$ cat config.mk
export PLATFORM = sky130hd
export DESIGN_NAME = qpc_top
export DESIGN_NICKNAME = d
export VERILOG_FILES = /design/src/rtl/qpc_pkg.sv /design/src/rtl/qpc_edge.sv /design/src/rtl/qpc_step.sv /design/src/rtl/qpc_count.sv /design/src/rtl/qpc_top.sv
export SDC_FILE = /design/constraint.sdc
export NUM_CORES = 1
export LEC_CHECK = 0
export ABC_AREA = 1
export BUFFER_PORTS_ARGS = -buffer_cell sky130_fd_sc_hd__buf_2
export CORE_MARGIN = 8
export CORE_UTILIZATION = 30
export CTS_BUF_LIST = sky130_fd_sc_hd__clkbuf_4 sky130_fd_sc_hd__clkbuf_8 sky130_fd_sc_hd__clkbuf_16
export DETAILED_ROUTE_END_ITERATION = 8
export GPL_ROUTABILITY_DRIVEN = 0
export GPL_TIMING_DRIVEN = 0
export HOLD_SLACK_MARGIN = 0.1
export SLEW_MARGIN = 40
export SYNTH_ARGS = -nofsm -noshare
export SYNTH_HDL_FRONTEND = slang
export SYNTH_SLANG_ARGS = --single-unit
$ cat constraint.sdc
create_clock -name clk_i -period 3.6 [get_ports clk_i]
set_input_delay 0.18 -clock clk_i [delete_from_list [all_inputs] [get_ports clk_i]]
set_output_delay 0.18 -clock clk_i [all_outputs]
set_load 0.005 [all_outputs]
$ cat src/rtl/qpc_pkg.sv
package qpc_pkg;
  typedef enum logic [1:0] {
    EDGE_OFF  = 2'b00,
    EDGE_RISE = 2'b01,
    EDGE_FALL = 2'b10,
    EDGE_BOTH = 2'b11
  } edge_sel_e;

  typedef enum logic [1:0] {
    MODE_STOP    = 2'b00,
    MODE_UPDN    = 2'b01,
    MODE_QUAD_A  = 2'b10,
    MODE_QUAD_AB = 2'b11
  } mode_e;

  typedef struct packed {
    mode_e     mode;
    edge_sel_e z_sel;
    edge_sel_e b_sel;
    edge_sel_e a_sel;
  } cfg_t;

  localparam int unsigned CFG_W        = $bits(cfg_t);
  localparam int unsigned ADDR_CFG     = 0;
  localparam int unsigned ADDR_POS     = 1;
  localparam int unsigned ADDR_REV     = 2;
  localparam int unsigned ADDR_CMP_POS = 3;
  localparam int unsigned ADDR_CMP_REV = 4;
  localparam int unsigned ADDR_FLAGCLR = 5;
endpackage

$ cat src/rtl/qpc_edge.sv
module qpc_edge
  import qpc_pkg::*;
#(
  parameter int unsigned STAGES = 2
) (
  input  logic      clk_i,
  input  logic      rst_ni,
  input  logic      raw_i,
  input  edge_sel_e sel_i,
  output logic      level_o,
  output logic      hit_o
);
  logic [STAGES-1:0] sync_q;
  logic              prev_q;
  logic [1:0]        sel_bits;

  always_ff @(posedge clk_i or negedge rst_ni) begin
    if (!rst_ni) begin
      sync_q <= '0;
      prev_q <= 1'b0;
    end else begin
      sync_q <= {sync_q[STAGES-2:0], raw_i};
      prev_q <= sync_q[STAGES-1];
    end
  end

  assign sel_bits = sel_i;
  assign level_o  = sync_q[STAGES-1];
  assign hit_o    = (level_o & ~prev_q & sel_bits[0]) | (~level_o & prev_q & sel_bits[1]);

  AST_NO_DOUBLE_RISE: assert property (@(posedge clk_i) disable iff (!rst_ni)
    (sel_i == EDGE_RISE && hit_o) |=> !hit_o);
endmodule

$ cat src/rtl/qpc_step.sv
module qpc_step
  import qpc_pkg::*;
(
  input  mode_e mode_i,
  input  logic  a_hit_i,
  input  logic  b_hit_i,
  input  logic  a_lvl_i,
  input  logic  b_lvl_i,
  output logic  step_o,
  output logic  up_o
);
  always_comb begin
    step_o = 1'b0;
    up_o   = 1'b1;
    unique case (mode_i)
      MODE_UPDN: begin
        step_o = a_hit_i ^ b_hit_i;
        up_o   = a_hit_i;
      end
      MODE_QUAD_A: begin
        step_o = a_hit_i;
        up_o   = a_lvl_i ^ b_lvl_i;
      end
      MODE_QUAD_AB: begin
        step_o = a_hit_i ^ b_hit_i;
        up_o   = a_hit_i ? (a_lvl_i ^ b_lvl_i) : ~(a_lvl_i ^ b_lvl_i);
      end
      default: begin
        step_o = 1'b0;
        up_o   = 1'b1;
      end
    endcase
  end
endmodule

$ cat src/rtl/qpc_count.sv
module qpc_count
  import qpc_pkg::*;
#(
  parameter int unsigned CNT_W  = 16,
  parameter int unsigned ADDR_W = 3
) (
  input  logic              clk_i,
  input  logic              rst_ni,
  input  logic              step_i,
  input  logic              up_i,
  input  logic              z_hit_i,
  input  logic              wr_en_i,
  input  logic [ADDR_W-1:0] wr_addr_i,
  input  logic [CNT_W-1:0]  wr_data_i,
  output logic [CNT_W-1:0]  pos_o,
  output logic [CNT_W-1:0]  rev_o,
  output logic              dir_up_o,
  output logic              pos_match_o,
  output logic              rev_match_o
);
  localparam logic [CNT_W-1:0] ONE = CNT_W'(1);

  logic [CNT_W-1:0] pos_q, rev_q, cmp_pos_q, cmp_rev_q, pos_d, rev_d;
  logic             dir_q, dir_now, pos_flag_q, rev_flag_q;
  logic             wr_pos, wr_rev, wr_cpos, wr_crev, wr_clr, pos_evt, rev_evt;

  assign wr_pos  = wr_en_i && wr_addr_i == ADDR_W'(ADDR_POS);
  assign wr_rev  = wr_en_i && wr_addr_i == ADDR_W'(ADDR_REV);
  assign wr_cpos = wr_en_i && wr_addr_i == ADDR_W'(ADDR_CMP_POS);
  assign wr_crev = wr_en_i && wr_addr_i == ADDR_W'(ADDR_CMP_REV);
  assign wr_clr  = wr_en_i && wr_addr_i == ADDR_W'(ADDR_FLAGCLR);

  assign dir_now = step_i ? up_i : dir_q;
  assign pos_evt = !wr_pos && (z_hit_i || step_i);
  assign rev_evt = !wr_rev && z_hit_i;

  always_comb begin
    pos_d = pos_q;
    if (wr_pos)       pos_d = wr_data_i;
    else if (z_hit_i) pos_d = '0;
    else if (step_i)  pos_d = up_i ? pos_q + ONE : pos_q - ONE;
    rev_d = rev_q;
    if (wr_rev)       rev_d = wr_data_i;
    else if (z_hit_i) rev_d = dir_now ? rev_q + ONE : rev_q - ONE;
  end

  always_ff @(posedge clk_i or negedge rst_ni) begin
    if (!rst_ni) begin
      pos_q      <= '0;
      rev_q      <= '0;
      cmp_pos_q  <= '0;
      cmp_rev_q  <= '0;
      dir_q      <= 1'b1;
      pos_flag_q <= 1'b0;
      rev_flag_q <= 1'b0;
    end else begin
      pos_q <= pos_d;
      rev_q <= rev_d;
      if (step_i)  dir_q     <= up_i;
      if (wr_cpos) cmp_pos_q <= wr_data_i;
      if (wr_crev) cmp_rev_q <= wr_data_i;
      // set wins over clear
      if (pos_evt && pos_d == cmp_pos_q)   pos_flag_q <= 1'b1;
      else if (wr_clr && wr_data_i[0])     pos_flag_q <= 1'b0;
      if (rev_evt && rev_d == cmp_rev_q)   rev_flag_q <= 1'b1;
      else if (wr_clr && wr_data_i[1])     rev_flag_q <= 1'b0;
    end
  end

  assign pos_o       = pos_q;
  assign rev_o       = rev_q;
  assign dir_up_o    = dir_q;
  assign pos_match_o = pos_flag_q;
  assign rev_match_o = rev_flag_q;

  AST_Z_CLEARS_POS: assert property (@(posedge clk_i) disable iff (!rst_ni)
    (z_hit_i && !wr_pos) |=> pos_q == '0);
  AST_POS_UNIT_STEP: assert property (@(posedge clk_i) disable iff (!rst_ni)
    (!wr_pos && !z_hit_i) |=> ((pos_q - $past(pos_q)) == ONE || (pos_q - $past(pos_q)) == '1 || pos_q == $past(pos_q)));
  AST_REV_HOLD: assert property (@(posedge clk_i) disable iff (!rst_ni)
    (!z_hit_i && !wr_rev) |=> $stable(rev_q));
  AST_POS_FLAG_STICKY: assert property (@(posedge clk_i) disable iff (!rst_ni)
    (pos_flag_q && !(wr_clr && wr_data_i[0])) |=> pos_flag_q);
  AST_REV_FLAG_STICKY: assert property (@(posedge clk_i) disable iff (!rst_ni)
    (rev_flag_q && !(wr_clr && wr_data_i[1])) |=> rev_flag_q);
  AST_LOAD_NO_FLAG: assert property (@(posedge clk_i) disable iff (!rst_ni)
    (wr_pos && !pos_flag_q && !z_hit_i) |=> !pos_flag_q);
endmodule

$ cat src/rtl/qpc_top.sv
module qpc_top
  import qpc_pkg::*;
#(
  parameter int unsigned CNT_W       = 16,
  parameter int unsigned ADDR_W      = 3,
  parameter int unsigned SYNC_STAGES = 2
) (
  input  logic              clk_i,
  input  logic              rst_ni,
  input  logic              a_i,
  input  logic              b_i,
  input  logic              z_i,
  input  logic              wr_en_i,
  input  logic [ADDR_W-1:0] wr_addr_i,
  input  logic [CNT_W-1:0]  wr_data_i,
  output logic [CNT_W-1:0]  pos_o,
  output logic [CNT_W-1:0]  rev_o,
  output logic              dir_up_o,
  output logic              pos_match_o,
  output logic              rev_match_o
);
  localparam int unsigned N_IN = 3;

  cfg_t            cfg_q;
  logic [N_IN-1:0] raw, lvl, hit;
  edge_sel_e       sel [N_IN];
  logic            step, up, z_hit;

  always_ff @(posedge clk_i or negedge rst_ni) begin
    if (!rst_ni)                                          cfg_q <= '0;
    else if (wr_en_i && wr_addr_i == ADDR_W'(ADDR_CFG))   cfg_q <= cfg_t'(wr_data_i[CFG_W-1:0]);
  end

  assign raw    = {z_i, b_i, a_i};
  assign sel[0] = cfg_q.a_sel;
  assign sel[1] = cfg_q.b_sel;
  assign sel[2] = cfg_q.z_sel;

  for (genvar i = 0; i < N_IN; i++) begin : g_in
    qpc_edge #(.STAGES(SYNC_STAGES)) u_edge (
      .clk_i  (clk_i),
      .rst_ni (rst_ni),
      .raw_i  (raw[i]),
      .sel_i  (sel[i]),
      .level_o(lvl[i]),
      .hit_o  (hit[i])
    );
  end

  qpc_step u_step (
    .mode_i (cfg_q.mode),
    .a_hit_i(hit[0]),
    .b_hit_i(hit[1]),
    .a_lvl_i(lvl[0]),
    .b_lvl_i(lvl[1]),
    .step_o (step),
    .up_o   (up)
  );

  assign z_hit = hit[2] && cfg_q.mode != MODE_STOP;

  qpc_count #(.CNT_W(CNT_W), .ADDR_W(ADDR_W)) u_count (
    .clk_i      (clk_i),
    .rst_ni     (rst_ni),
    .step_i     (step),
    .up_i       (up),
    .z_hit_i    (z_hit),
    .wr_en_i    (wr_en_i),
    .wr_addr_i  (wr_addr_i),
    .wr_data_i  (wr_data_i),
    .pos_o      (pos_o),
    .rev_o      (rev_o),
    .dir_up_o   (dir_up_o),
    .pos_match_o(pos_match_o),
    .rev_match_o(rev_match_o)
  );

  AST_STOP_IDLE: assert property (@(posedge clk_i) disable iff (!rst_ni)
    (cfg_q.mode == MODE_STOP && !wr_en_i) |=> ($stable(pos_o) && $stable(rev_o)));
  AST_UPDN_TIE: assert property (@(posedge clk_i) disable iff (!rst_ni)
    (cfg_q.mode == MODE_UPDN && hit[0] && hit[1]) |-> !step);
endmodule

# ---- Word level (Yosys, flattened, before mapping)
# Cells that the tools add are included.
dict set report op_classes {
  addsub 4
  eq_ne 10
  muxes 15
  bitwise_logic 24
  n_reduce_logical 21
}
# op count
set ops {}
lappend ops {{$mux W16} 7}
lappend ops {{$add A16 B1 Y16 const B} 2}
lappend ops {{$eq A16 B16 Y1} 2}
lappend ops {{$sub A16 B1 Y16 const B} 2}
lappend ops {{$logic_and A1 B1 Y1} 13}
lappend ops {{$and A1 B1 Y1} 12}
lappend ops {{$not A1 Y1} 7}
lappend ops {{$eq A3 B2 Y1 const B} 2}
lappend ops {{$eq A3 B3 Y1 const B} 2}
lappend ops {{$mux W1} 6}
lappend ops {{$reduce_bool A2 Y1} 3}
lappend ops {{$eq A2 B2 Y1 const B} 2}
lappend ops {{$eq A3 B1 Y1 const B} 1}
lappend ops {{$logic_not A3 Y1} 1}
lappend ops {{$or A1 B1 Y1} 3}
lappend ops {{$pmux W1 S3} 1}
lappend ops {{$eq A2 B1 Y1 const B} 1}
lappend ops {{$logic_not A1 Y1} 2}
lappend ops {{$pmux W1 S2} 1}
lappend ops {{$reduce_or A2 Y1} 1}
lappend ops {{$xor A1 B1 Y1} 2}
lappend ops {{$logic_or A1 B1 Y1} 1}
dict set report word_totals {
  ff_bits 84
  input_bits 25
  output_inout_bits 35
  elab_cells 91
}

# ---- Longest topological paths before layout
dict set report logic_depth {
  ltp_word 13
  depth_mapped 30
  ltp_nobuf 29
}

# ---- Modules after synthesis
# A second synthesis with hierarchy kept.
dict set report unflattened {
  hier_cells 985
  area_unflattened_um2 6224.7
}
# module n_inst cells_each area_per_inst_um2 seq_area_each_um2
set modules_own_cells {}
lappend modules_own_cells {qpc_count 1 909 5525.3 1677.9}
lappend modules_own_cells {qpc_top 1 37 345.3 200.2}
lappend modules_own_cells {qpc_edge 3 8 96.3 75.1}
lappend modules_own_cells {qpc_step 1 15 65.1 0.0}

# ---- Worst setup path before layout
# No wires, ideal clock.
dict set report synth_path {
  kind {register to register}
  startpoint {register g_in[0].u_edge.sync_q[1]}
  endpoint {register u_count.pos_flag_q, in the netlist u_count.pos_match_o}
  setup_time_ns 0.121
  arrival_time_ns 2.968
  required_ns 3.479
  slack_ns 0.511
  stages_incl_launch_ff 26
  path_buffers 0
  period_less_slack_ns 3.089
  path_cell_list {dfrtp_1 inv_2 nand2_1 nand2_1 nand2_4 nand3_2 nand2_2 ha_1 a21oi_1 nand2_1 nand2_1 nand2_1 a21oi_1 nand3b_1 nand2_1 nand2_1 nand2_1 nand2_1 nand4_1 nand3_1 o21ai_0 or2_2 nand3b_1 nor2_1 nand4_1 o21ai_1}
}
dict set report synth_between {
  elab_chain_cells 13
  word_cells_on_any_way 22
  classes_between {eq/ne: 1; mux: 8; bitwise: 9; reduce/logical: 4}
}
# item line_no
set synth_lines {}
lappend synth_lines {{start: declaration} qpc_edge.sv:13} ;# logic [STAGES-1:0] sync_q;
lappend synth_lines {{start signal: assignment} qpc_edge.sv:22} ;# sync_q <= {sync_q[STAGES-2:0], raw_i};
lappend synth_lines {{$not A1 Y1} qpc_edge.sv:29} ;# assign hit_o = (level_o & ~prev_q & sel_bits[0]) | (~level_o & prev_q & sel_bits[1]);
lappend synth_lines {{$and A1 B1 Y1 (2 in a row)} qpc_edge.sv:29}
lappend synth_lines {{$or A1 B1 Y1} qpc_edge.sv:29}
lappend synth_lines {{$mux W1} qpc_step.sv:26} ;# up_o = a_hit_i ? (a_lvl_i ^ b_lvl_i) : ~(a_lvl_i ^ b_lvl_i);
lappend synth_lines {{$pmux W1 S3} qpc_step.sv:15} ;# unique case (mode_i)
lappend synth_lines {{$mux W16} qpc_count.sv:41} ;# else if (step_i) pos_d = up_i ? pos_q + ONE : pos_q - ONE;
lappend synth_lines {{$mux W16 *} qpc_count.sv:41}
lappend synth_lines {{$mux W16 *} qpc_count.sv:40} ;# else if (z_hit_i) pos_d = '0;
lappend synth_lines {{$mux W16 *} qpc_count.sv:39} ;# if (wr_pos) pos_d = wr_data_i;
lappend synth_lines {{via u_count.pos_d[15]} qpc_count.sv:23} ;# logic [CNT_W-1:0] pos_q, rev_q, cmp_pos_q, cmp_rev_q, pos_d, rev_d;
lappend synth_lines {{$eq A16 B16 Y1 *} qpc_count.sv:63} ;# if (pos_evt && pos_d == cmp_pos_q) pos_flag_q <= 1'b1;
lappend synth_lines {{$logic_and A1 B1 Y1 *} qpc_count.sv:63}
lappend synth_lines {{$mux W1 or $reduce_bool A2 Y1 (tied branches)} --}
lappend synth_lines {{end signal: assignment} qpc_count.sv:54} ;# pos_flag_q <= 1'b0;
lappend synth_lines {{end signal: assignment} qpc_count.sv:63}
lappend synth_lines {{end signal: assignment} qpc_count.sv:64} ;# else if (wr_clr && wr_data_i[0]) pos_flag_q <= 1'b0;
lappend synth_lines {{end: declaration} qpc_count.sv:24} ;# logic dir_q, dir_now, pos_flag_q, rev_flag_q;
# The timed path passes the listed nets; every way through them passes the cells marked *.
# A chain may end at the register's enable or synchronous reset.

# ---- Worst setup path in the final report
# Ends and elaborated chain as after synthesis.

==> reports/results.tsv <==
stage	metric	value	unit
run_status	status	finished, final reports clean	
yosys	synth_area	5778	µm²
yosys	yosysMostFrequentCell	nand2_1	
min_path	min_from	wr_data_i[10]	
setup_path	critPathMaxFanout	7	
global_routing	grt.met2_usage	22.68	%
placement	dpl.cell_count	1160	
global_routing	grt.busiest_layer	met2	
layout	n_fill_cell	1964	
setup_path	reg2regPathDepth	21	
detailed_routing	wl_per_cell	14.63	µm
layout	final-instance-count-excl-fill	1190	
sta	hold_violations	0	
yosys	ys_ff_latch	84	
power	p_total	5796	µW
global_routing	grt_pass1_wl	27480	µm
global_routing	grt_remaining_overflow	0	
run	cap_violations	0	
die	die_area	23960	µm²
power	powerDensity	829.6	nW/µm²
layout	diodes	0	
global_routing	grt_pass1_vias	5352	
die	core_area	18830	µm²
detailed_routing	dr.first_iter.drc_count	464	
power	ir_worst_vdd	0.0004078	V
global_routing	track_usage	14.29	%
yosys	async_flop_share	100.0	%
layout	layout-drive-gt1-share	17.53	%
sta	clock_skew	0.007085	ns
clock_network	numCtsBuffers	9	
die	die_y	154.8	µm
clock_network	cts_sinks	84	
global_routing	antenna_found_initial	0	
yosys	synth_top_area_cell	dfrtp_1	
global_routing	grt_max_degree	60	
setup_path	required	3.88	ns
global_routing	use_met1	19.24	%
sta	final-setup-viol-count	0	
setup_path	crit_type	register to register	
yosys	synth_cells	840	
detailed_routing	vias_per_cell	4.792	
yosys	synthTopCellsByCount	nand2_1, inv_1, dfrtp_1	
setup_path	cp-start-kind	register	
yosys	ys_dominant_reg_cell	dfrtp_1	
layout	nets	965	
detailed_routing	antenna_left	0	
setup_path	reg2reg_to	u_count.pos_match_o	
yosys	synthTopCellsByArea	dfrtp_1, nand2_1, nand3_1	
die	dieWidth	154.8	µm
sta	fmax	0.2953	GHz
yosys	ys_seq_area_share	36.40	%
die	initial_core_util	30.68	%
clock_network	cts_max_path_buffers	2	
setup_path	reg2reg_slack	0.21	ns
detailed_routing	drc	0	
placement	post-dp-hpwl	12890	µm
detailed_routing	firstDrtPassIters	6	
clock_network	ctsRootBufferMaster	clkbuf_16	
min_path	holdPathStages	3	
placement	io_buffers	59	
min_path	hold_path.class	input port to register	
yosys	yosys_warnings	0	
setup_path	cp.arrival	3.66	ns
clock_network	cts-htree-levels	3	
detailed_routing	routed_wirelength	17410	µm
power	power.leakage	0.003549	µW
sta	period_needed	3.387	ns
setup_path	r2r-start	g_in[0].u_edge.sync_q[1]	
setup_path	setup.worst_path.end_class	register	
layout	syn2layout_area_growth	20.92	%
setup_path	crit_end	u_count.pos_match_o	
yosys	synthDominantCellAreaShare	35.95	%
clock_network	cts_tree	built	
sta	drv_slew	0	
sta	relSlewSlack	44.61	%
yosys	synth-edff-count	0	
global_routing	grt.met3_usage	2.118	%
yosys	synth.distinct_cells	41	
sta	fin_crit_sh	94.08	%
sta	tightest_slew	0.8279	ns
layout	regArea	2105	µm²
die	pin_count	60	
clock_network	clkSlewWorstSetupHoldPaths	0.06	ns
yosys	synth_fp_nets	880	
clock_network	clkLatencyLatePin	0.35	ns
setup_path	critPathLaunch	g_in[0].u_edge.sync_q[1]	
yosys	synth_area_per_cell	6.879	µm²
die	core.rowCount	50	
layout	multi_input_area	3263	µm²
detailed_routing	vias	5703	
-- power breakdown --
part           internal [µW]  switching (µW)
sequential              1230             297
combinational           1290            2080
clock                    496             409
total                   3010            2790
-- per-stage QoR --
stage	TNS, ns	util, %	setup slack (ns)	hold slack (ns)	instance area [µm²]
after floorplan	0	-	0.5111	-0.1156	5778
after global placement	-0.1494	33.98	-0.1324	0.2876	6399
after detailed placement	-0.2802	34.16	-0.2063	0.07466	6432
after CTS	0	35.97	0.01011	0.1001	6774
after global routing	-0.07442	37.10	-0.06776	0.1466	6987
final	0	37.10	0.2131	0.1061	6987
-- flip-flops by register name (all words and copies together), names as in the netlist --
name and flops:
g_in.u_edge.sync_q 6, u_count.pos_o 16, u_count.cmp_pos_q 16, u_count.dir_up_o 1
u_count.rev_o 16, cfg_q 8, u_count.pos_match_o 1, g_in.u_edge.prev_q 3
u_count.cmp_rev_q 16, u_count.rev_match_o 1
-- cells by family after synthesis --
| family | after synthesis | share of synthesized area (%) |
|---|---|---|
| adder cells (fa/ha/maj) | 15 | 3.378 |
| buffers and inverters | 142 | 9.896 |
| AND/OR/NAND/NOR | 447 | 34.37 |
| XOR/XNOR | 19 | 2.880 |
| flip-flops | 84 | 36.40 |
| AO/OA/AOI/OAI | 133 | 13.08 |
-- critical path: stages, from the launching register on --
cell and delay, ns:
dfrtp_1 0.42, inv_2 0.09, nand2_1 0.05, nand2_1 0.09
nand2_4 0.09, nand3_4 0.15, nand2_8 0.12, buf_4 0.18
ha_1 0.33, inv_1 0.08, nor3_1 0.23, nand2_1 0.08
o211a_1 0.24, xnor2_1 0.13, nand2_1 0.07, o211ai_1 0.12
nand2_1 0.12, xor2_1 0.16, nand3b_1 0.17, nor2_2 0.12
nand4_1 0.15, o21ai_1 0.12
-- layout make-up --
| type | count | area share (%) |
|---|---|---|
| clock inverters | 5 | 0.5193 |
| multi-input cells | 615 | 46.70 |
| plain buffers | 28 | 2.059 |
| clock buffers | 11 | 3.528 |
| inverters | 114 | 6.125 |
| repair buffers | 73 | 6.286 |
| well taps | 260 | 4.656 |
| flip-flops and latches | 84 | 30.12 |
-- routing by layer --
layer / vias up / share of wire (%)
li1: 2896 / -
met1: 2630 / 49
met2: 158 / 46
met3: 19 / 4.2
met4: 0 / 1.7
met5: - / 0
-- cells in the final DEF, fill, tap and decap left out, types with 11 or more instances in the layout --
cell type / n
a21oi_1: 24
clkbuf_1: 17
buf_2: 62
o41ai_1: 11
o21ai_0: 60
nor2_1: 42
inv_1: 105
buf_4: 13
o22ai_1: 11
nand3_1: 78
nand2_2: 13
dfrtp_1: 82
nand3b_1: 12
xor2_1: 12
nand2_1: 260
-- how the worst min path moves through the flow --
stage	end
2_1_floorplan	cfg_q[0]
5_1_grt	u_count.pos_o[10]
3_5_place_dp	u_count.pos_o[1]
6_report	u_count.pos_o[10]
4_1_cts	u_count.pos_o[10]
3_3_place_gp	g_in[0].u_edge.sync_q[0]
-- repair_timing --
| item | in CTS | in global routing |
|---|---|---|
| setup buffers | 0 | 8 |
| pin swaps | 0 | 7 |
| hold buffers | 5 | 0 |
| gates resized for setup | 2 | 31 |
| endpoints found under the setup margin | 2 | 2 |
| endpoints found under the hold margin | 87 | 0 |
| cloned | 0 | 1 |
Power figures use the tool's default switching activity.
